--- config.mk ---
export PLATFORM = sky130hd
export DESIGN_NAME = port_rst_seq
export DESIGN_NICKNAME = d
export VERILOG_FILES = /design/src/rtl/port_rst_seq_pkg.sv /design/src/rtl/rst_line_sync.sv /design/src/rtl/rst_seq_ctrl.sv /design/src/rtl/rst_seq_dp.sv /design/src/rtl/port_rst_seq.sv
export SDC_FILE = /design/constraint.sdc
export NUM_CORES = 1
export LEC_CHECK = 0
export BUFFER_PORTS_ARGS = -buffer_cell sky130_fd_sc_hd__buf_2
export CORE_MARGIN = 2
export CORE_UTILIZATION = 42
export DETAILED_ROUTE_END_ITERATION = 10
export GPL_ROUTABILITY_DRIVEN = 0
export GPL_TIMING_DRIVEN = 0
export PLACE_DENSITY = 0.8
export REMOVE_ABC_BUFFERS = 1
export SYNTH_ARGS = -nofsm -noshare
export SYNTH_HDL_FRONTEND = slang
export SYNTH_HIERARCHICAL = 1
export SYNTH_SLANG_ARGS = --single-unit
--- constraint.sdc ---
create_clock -name clk -period 3.21 [get_ports clk]
set_clock_uncertainty 0.2 [all_clocks]
set_input_delay 0.642 -clock clk [delete_from_list [all_inputs] [get_ports clk]]
set_output_delay 0.642 -clock clk [all_outputs]
set_load 0.02 [all_outputs]
--- src/rtl/port_rst_seq_pkg.sv ---
package port_rst_seq_pkg;
  localparam int unsigned BIT_PHY  = 0;
  localparam int unsigned BIT_PIPE = 1;
  localparam int unsigned BIT_MAC  = 2;
  localparam int unsigned BIT_CFG  = 3;
  localparam int unsigned BIT_PERST = 8;
  localparam int unsigned BIT_LINK = 10;
  localparam int unsigned EN_LO    = 13;
  localparam int unsigned EN_W     = 3;
  localparam int unsigned NUM_LINES = 5;
  localparam logic [31:0] CTRL_MASK = 32'h0000_E10F;

  typedef struct packed {
    logic autoFire;
    logic autoHold;
  } seqStrobe_t;
endpackage

--- src/rtl/rst_line_sync.sv ---
module rst_line_sync #(
  parameter int unsigned STAGES = 2
) (
  input  logic clk,
  input  logic rst_n,
  input  logic relReq,
  output logic lineRstN
);
  logic gateN;
  logic [STAGES-1:0] stage;

  assign gateN = rst_n & relReq;

  always_ff @(posedge clk or negedge gateN) begin
    if (!gateN) stage <= '0;
    else        stage <= {stage[STAGES-2:0], 1'b1};
  end

  assign lineRstN = stage[STAGES-1];
endmodule

--- src/rtl/rst_seq_ctrl.sv ---
module rst_seq_ctrl
  import port_rst_seq_pkg::*;
#(
  parameter int unsigned PULSE_LEN = 16,
  parameter int unsigned SYNC_STAGES = 2
) (
  input  logic            clk,
  input  logic            rst_n,
  input  logic            linkUpRaw,
  input  logic [EN_W-1:0] autoEn,
  output logic            linkSync,
  output seqStrobe_t      strb
);
  localparam int unsigned CNT_W = $clog2(PULSE_LEN + 1);
  localparam logic [CNT_W-1:0] CNT_LOAD = CNT_W'(PULSE_LEN);

  logic [SYNC_STAGES-1:0] linkPipe;
  logic linkPrev;
  logic [CNT_W-1:0] holdCnt;
  logic fallSeen;

  always_ff @(posedge clk or negedge rst_n) begin
    if (!rst_n) begin
      linkPipe <= '0;
      linkPrev <= 1'b0;
    end else begin
      linkPipe <= {linkPipe[SYNC_STAGES-2:0], linkUpRaw};
      linkPrev <= linkPipe[SYNC_STAGES-1];
    end
  end

  assign linkSync = linkPipe[SYNC_STAGES-1];
  assign fallSeen = linkPrev & ~linkSync;

  always_comb begin
    strb.autoFire = fallSeen && (autoEn == {EN_W{1'b1}});
    strb.autoHold = (holdCnt != '0);
  end

  always_ff @(posedge clk or negedge rst_n) begin
    if (!rst_n)             holdCnt <= '0;
    else if (strb.autoFire) holdCnt <= CNT_LOAD;
    else if (holdCnt != '0) holdCnt <= holdCnt - 1'b1;
  end

  p_fire_needs_enable_r7: assert property (@(posedge clk) disable iff (!rst_n)
    strb.autoFire |-> (autoEn == {EN_W{1'b1}}));
  p_fire_on_fall_r8: assert property (@(posedge clk) disable iff (!rst_n)
    strb.autoFire |-> $past(linkSync) && !linkSync);
  p_fire_starts_hold_r9: assert property (@(posedge clk) disable iff (!rst_n)
    strb.autoFire |=> strb.autoHold);
endmodule

--- src/rtl/rst_seq_dp.sv ---
module rst_seq_dp
  import port_rst_seq_pkg::*;
#(
  parameter int unsigned ADDR_W = 12,
  parameter logic [ADDR_W-1:0] CTRL_OFS = 12'h510,
  parameter logic [ADDR_W-1:0] STAT_OFS = 12'h804,
  parameter int unsigned SYNC_STAGES = 2
) (
  input  logic              clk,
  input  logic              rst_n,
  input  logic              regWe,
  input  logic [ADDR_W-1:0] regAddr,
  input  logic [31:0]       regWdata,
  output logic [31:0]       regRdata,
  input  logic              linkSync,
  input  seqStrobe_t        strb,
  output logic [EN_W-1:0]   autoEn,
  output logic [NUM_LINES-1:0] lineRstN
);
  logic [31:0] ctrlReg;
  logic [NUM_LINES-1:0] relReq;

  always_ff @(posedge clk or negedge rst_n) begin
    if (!rst_n) begin
      ctrlReg <= '0;
    end else begin
      if (regWe && regAddr == CTRL_OFS) ctrlReg <= regWdata & CTRL_MASK;
      if (strb.autoFire) begin
        ctrlReg[BIT_MAC] <= 1'b0;
        ctrlReg[BIT_CFG] <= 1'b0;
      end
    end
  end

  assign autoEn = ctrlReg[EN_LO +: EN_W];

  always_comb begin
    relReq[0] = ctrlReg[BIT_PHY];
    relReq[1] = ctrlReg[BIT_PIPE];
    relReq[2] = ctrlReg[BIT_MAC] & ~strb.autoHold;
    relReq[3] = ctrlReg[BIT_CFG] & ~strb.autoHold;
    relReq[4] = ctrlReg[BIT_PERST];
  end

  always_comb begin
    regRdata = '0;
    if (regAddr == CTRL_OFS)      regRdata = ctrlReg;
    else if (regAddr == STAT_OFS) regRdata[BIT_LINK] = linkSync;
  end

  for (genvar i = 0; i < NUM_LINES; i++) begin : g_line
    rst_line_sync #(.STAGES(SYNC_STAGES)) u_sync (
      .clk(clk), .rst_n(rst_n), .relReq(relReq[i]), .lineRstN(lineRstN[i]));

    p_async_assert_r3: assert property (@(posedge clk) disable iff (!rst_n)
      !relReq[i] |-> !lineRstN[i]);
    p_release_delay_r3: assert property (@(posedge clk) disable iff (!rst_n)
      $rose(lineRstN[i]) |-> $past(relReq[i]));
  end

  p_fire_clears_r6: assert property (@(posedge clk) disable iff (!rst_n)
    strb.autoFire |=> !ctrlReg[BIT_MAC] && !ctrlReg[BIT_CFG]);
  p_hold_blocks_r9: assert property (@(posedge clk) disable iff (!rst_n)
    strb.autoHold |-> !relReq[2] && !relReq[3]);
endmodule

--- src/rtl/port_rst_seq.sv ---
module port_rst_seq
  import port_rst_seq_pkg::*;
#(
  parameter int unsigned ADDR_W = 12,
  parameter logic [ADDR_W-1:0] CTRL_OFS = 12'h510,
  parameter logic [ADDR_W-1:0] STAT_OFS = 12'h804,
  parameter int unsigned PULSE_LEN = 16,
  parameter int unsigned SYNC_STAGES = 2
) (
  input  logic              clk,
  input  logic              rst_n,
  input  logic              regWe,
  input  logic [ADDR_W-1:0] regAddr,
  input  logic [31:0]       regWdata,
  output logic [31:0]       regRdata,
  input  logic              linkUpRaw,
  output logic              phyRstN,
  output logic              pipeRstN,
  output logic              macRstN,
  output logic              cfgRstN,
  output logic              perstN
);
  logic linkSync;
  logic [EN_W-1:0] autoEn;
  seqStrobe_t strb;
  logic [NUM_LINES-1:0] lineRstN;

  rst_seq_ctrl #(.PULSE_LEN(PULSE_LEN), .SYNC_STAGES(SYNC_STAGES)) u_ctrl (
    .clk(clk), .rst_n(rst_n), .linkUpRaw(linkUpRaw), .autoEn(autoEn),
    .linkSync(linkSync), .strb(strb));

  rst_seq_dp #(.ADDR_W(ADDR_W), .CTRL_OFS(CTRL_OFS), .STAT_OFS(STAT_OFS),
               .SYNC_STAGES(SYNC_STAGES)) u_dp (
    .clk(clk), .rst_n(rst_n), .regWe(regWe), .regAddr(regAddr),
    .regWdata(regWdata), .regRdata(regRdata), .linkSync(linkSync),
    .strb(strb), .autoEn(autoEn), .lineRstN(lineRstN));

  assign phyRstN  = lineRstN[0];
  assign pipeRstN = lineRstN[1];
  assign macRstN  = lineRstN[2];
  assign cfgRstN  = lineRstN[3];
  assign perstN   = lineRstN[4];
endmodule

==> out/results.tsv <==
stage	metric	value	unit
sta	whs	0.0290	ns
setup_path	cp_data_arrival_time	2.15	ns
clocking	cts_tree	done	
detailed_routing	drc_errors	0	
power	p_per_area	485	nW/um2
finish	multi_input_area	549	um2
setup_path	cp_slowest_cell	or4_4	
finish	register_area	651	um2
setup_path	reg2reg_slack	1.40	ns
global_routing	grt_max_degree	22	
finish	drive_gt1_share	34.0	%
finish	utilization	50.0	%
finish	finalNetCount	206	
die	row_count	20	
setup_path	cp.depth	5	
setup_path	cp.required	2.37	ns
placement	dp.final_hpwl	1.74	mm
sta	slew_headroom	57.9	%
sta	post-route-min-period	2.99	ns
clocking	cts.path.max_buffers	2	
setup_path	timing_worst_setup_path_type	in2out	
finish	area_growth	15.0	%
placement	portBuffers	37	
finish	diodes	0	
status	status	completed	
setup_path	end_kind	output pin	
yosys	ys_types	28	
clocking	cts.sinks	26	
sta	tightest_slew	0.627	ns
detailed_routing	ant_nets	0	
die	die_width	60.0	um
global_routing	grt.overflow.total	0	
global_routing	grt_pass1_vias	824	
finish	fillers	282	
detailed_routing	num_vias	858	
sta	slew_violations	0	
global_routing	grt_usage	13.1	%
power	clkPwrFrac	22.0	%
sta	finalCritPeriodShare	93.1	%
power	ir_drop	0.000190	V
global_routing	grt_pass1_wl	3.46	mm
power	power_frac_comb	28.6	%
sta	rsz0062_at_grt	false	
power	intPower	509	uW
setup_path	crit_path_max_fanout	8	
clocking	clock_latency	0.32	ns
yosys	synth-seq-cells	26	
die	start_util	43.5	%
clocking	cts.reportedPaths.clkPinSlew	0.13	ns
yosys	syn_avg_cell_area	11.3	um2
die	dieArea	3600	um2
clocking	htreeDepth	1	
power	swShare	30.7	%
setup_path	r2r_end	u_ctrl/holdCnt[0]$_DFFE_PN0P_	
yosys	ys_warn_count	6	
power	p_leak	0.805	nW
setup_path	start_kind	input port	
setup_path	worstPathCellList	buf_2, or4_4, nor4_4, and2_1, buf_2	
clocking	cts.root.buffer_cell	clkbuf_4	
sta	setup_viol	0	
yosys	syn_inst	117	
sta	hold_viol_final	0	
setup_path	cp_common_cell	buf_2	
clocking	post_cts_buffers	0	
sta	max_freq	0.334	GHz
power	power.total	734	uW
detailed_routing	viasPerCell	4.29	
detailed_routing	drt_iter0_markers	18	
run	cap_violations	0	
clocking	numCtsBuffers	3	
setup_path	crit_buf_inv	2	
detailed_routing	wl_per_cell	10.7	um
yosys	synth_area	1320	um2
yosys	yosysSeqAreaShare	49.4	%
power	p_switching	225	uW
detailed_routing	wirelength	2.14	mm
die	die_h	60.0	um
die	coreArea	3030	um2
setup_path	slowest_delay	0.58	ns
setup_path	crit_family	simple AND/OR/NAND/NOR gates	
setup_path	r2r_start	u_ctrl/holdCnt[0]$_DFFE_PN0P_	
setup_path	r2r_cells	5	
power	pwr-share-seq	49.3	%
die	io_pins	85	
global_routing	antenna_found_initial	0	
detailed_routing	dr.pass1.iters	4	
worst_hold_path	min_path_type	in2async	
-- layout make-up --
type,count,area share [%]
multi-input cells,84,36.3
inverters,2,0.496
repair buffers,40,14.2
clock buffers,4,2.40
flip-flops and latches,26,43.0
well taps,44,3.64
-- timing repair --
action                     4_1_cts  5_1_grt
setup endpoints to repair        8        8
hold buffers                     3        0
resized for setup                1        1
hold endpoints to repair         6        0
-- how the worst max path moves through the flow --
stage,start,end,slack (ns)
floorplan,regAddr[7],regRdata[0],0.31
global placement,regAddr[7],regRdata[15],-0.16
detailed placement,regAddr[7],regRdata[15],-0.24
CTS,regAddr[7],regRdata[15],0.06
global route,regAddr[7],regRdata[14],0.13
finish,regAddr[7],regRdata[15],0.22
-- routing by layer --
layer  vias to the layer above  GRT usage [%]  wire length, um
li1                        408              -                -
met1                       415           14.5              811
met2                        28           23.0             1190
met3                         7           2.16               81
met4                         0           7.94               54
met5                         -              0                0
-- Yosys cell counts, drive strengths merged --
library cell,instances,share of area (%)
or3,1,0.48
nor4b,1,0.67
mux2i,2,1.5
and2,13,6.2
nor2,3,0.86
nor2b,2,0.95
nand2b,7,3.3
or4b,1,1.0
nor4,2,2.1
or2b,1,0.57
xnor2,1,0.67
nor3b,1,0.95
or4,1,0.86
mux2,6,5.1
nand2,1,0.28
conb,6,1.7
nor3,2,0.76
a21oi,2,0.76
nand3b,4,2.3
dfrtp,26,49
ha,1,0.95
a211oi,1,0.95
inv,2,0.57
buf,27,16
nand3,2,0.76
a21o,1,0.57
-- power groups by stage --
stage	logic (mW)	clock network (mW)	registers, mW
2_1_floorplan	0.158	0	0.369
3_3_place_gp	0.196	0	0.366
3_5_place_dp	0.209	0	0.368
4_1_cts	0.210	0.169	0.362
5_1_grt	0.237	0.180	0.364
6_report	0.210	0.162	0.362
-- through the flow --
stage	cells	cell area, um2	TNS [ns]	setup slack (ns)
final	200	1510	0	0.220
after global routing	200	1510	0	0.133
after CTS	200	1510	0	0.0602
after detailed placement	193	1430	-1.78	-0.235
after global placement	193	1430	-1.17	-0.160
after floorplan	112	1190	0	0.313
-- state kept, by name (all words and copies together), names as in the netlist --
register                  flops
u_dp/ctrlReg                  8
u_ctrl/holdCnt                5
u_dp/g_line.u_sync/stage     10
u_ctrl/linkPrev               1
u_ctrl/linkPipe               2
-- layout by cell type, fill, tap and decap left out, drive strengths merged, types with 3 or more instances in the layout --
master       instances
buf                 37
and2                13
conb                28
nand2b               7
nand3b               4
dfrtp               26
dlygate4sd3          3
mux2                 6
clkbuf               4
nor2                 3
-- logic make-up after synthesis --
logic type / Yosys count / share of synthesized area [%]
compound gates: 4 / 2.28
xor+xnor: 1 / 0.666
other cells: 6 / 1.71
buf+inv: 29 / 16.3
flops: 26 / 49.4
mux: 8 / 6.65
fa+ha+maj: 1 / 0.950
simple gates: 42 / 22.1
Power figures use the tool's default switching activity.
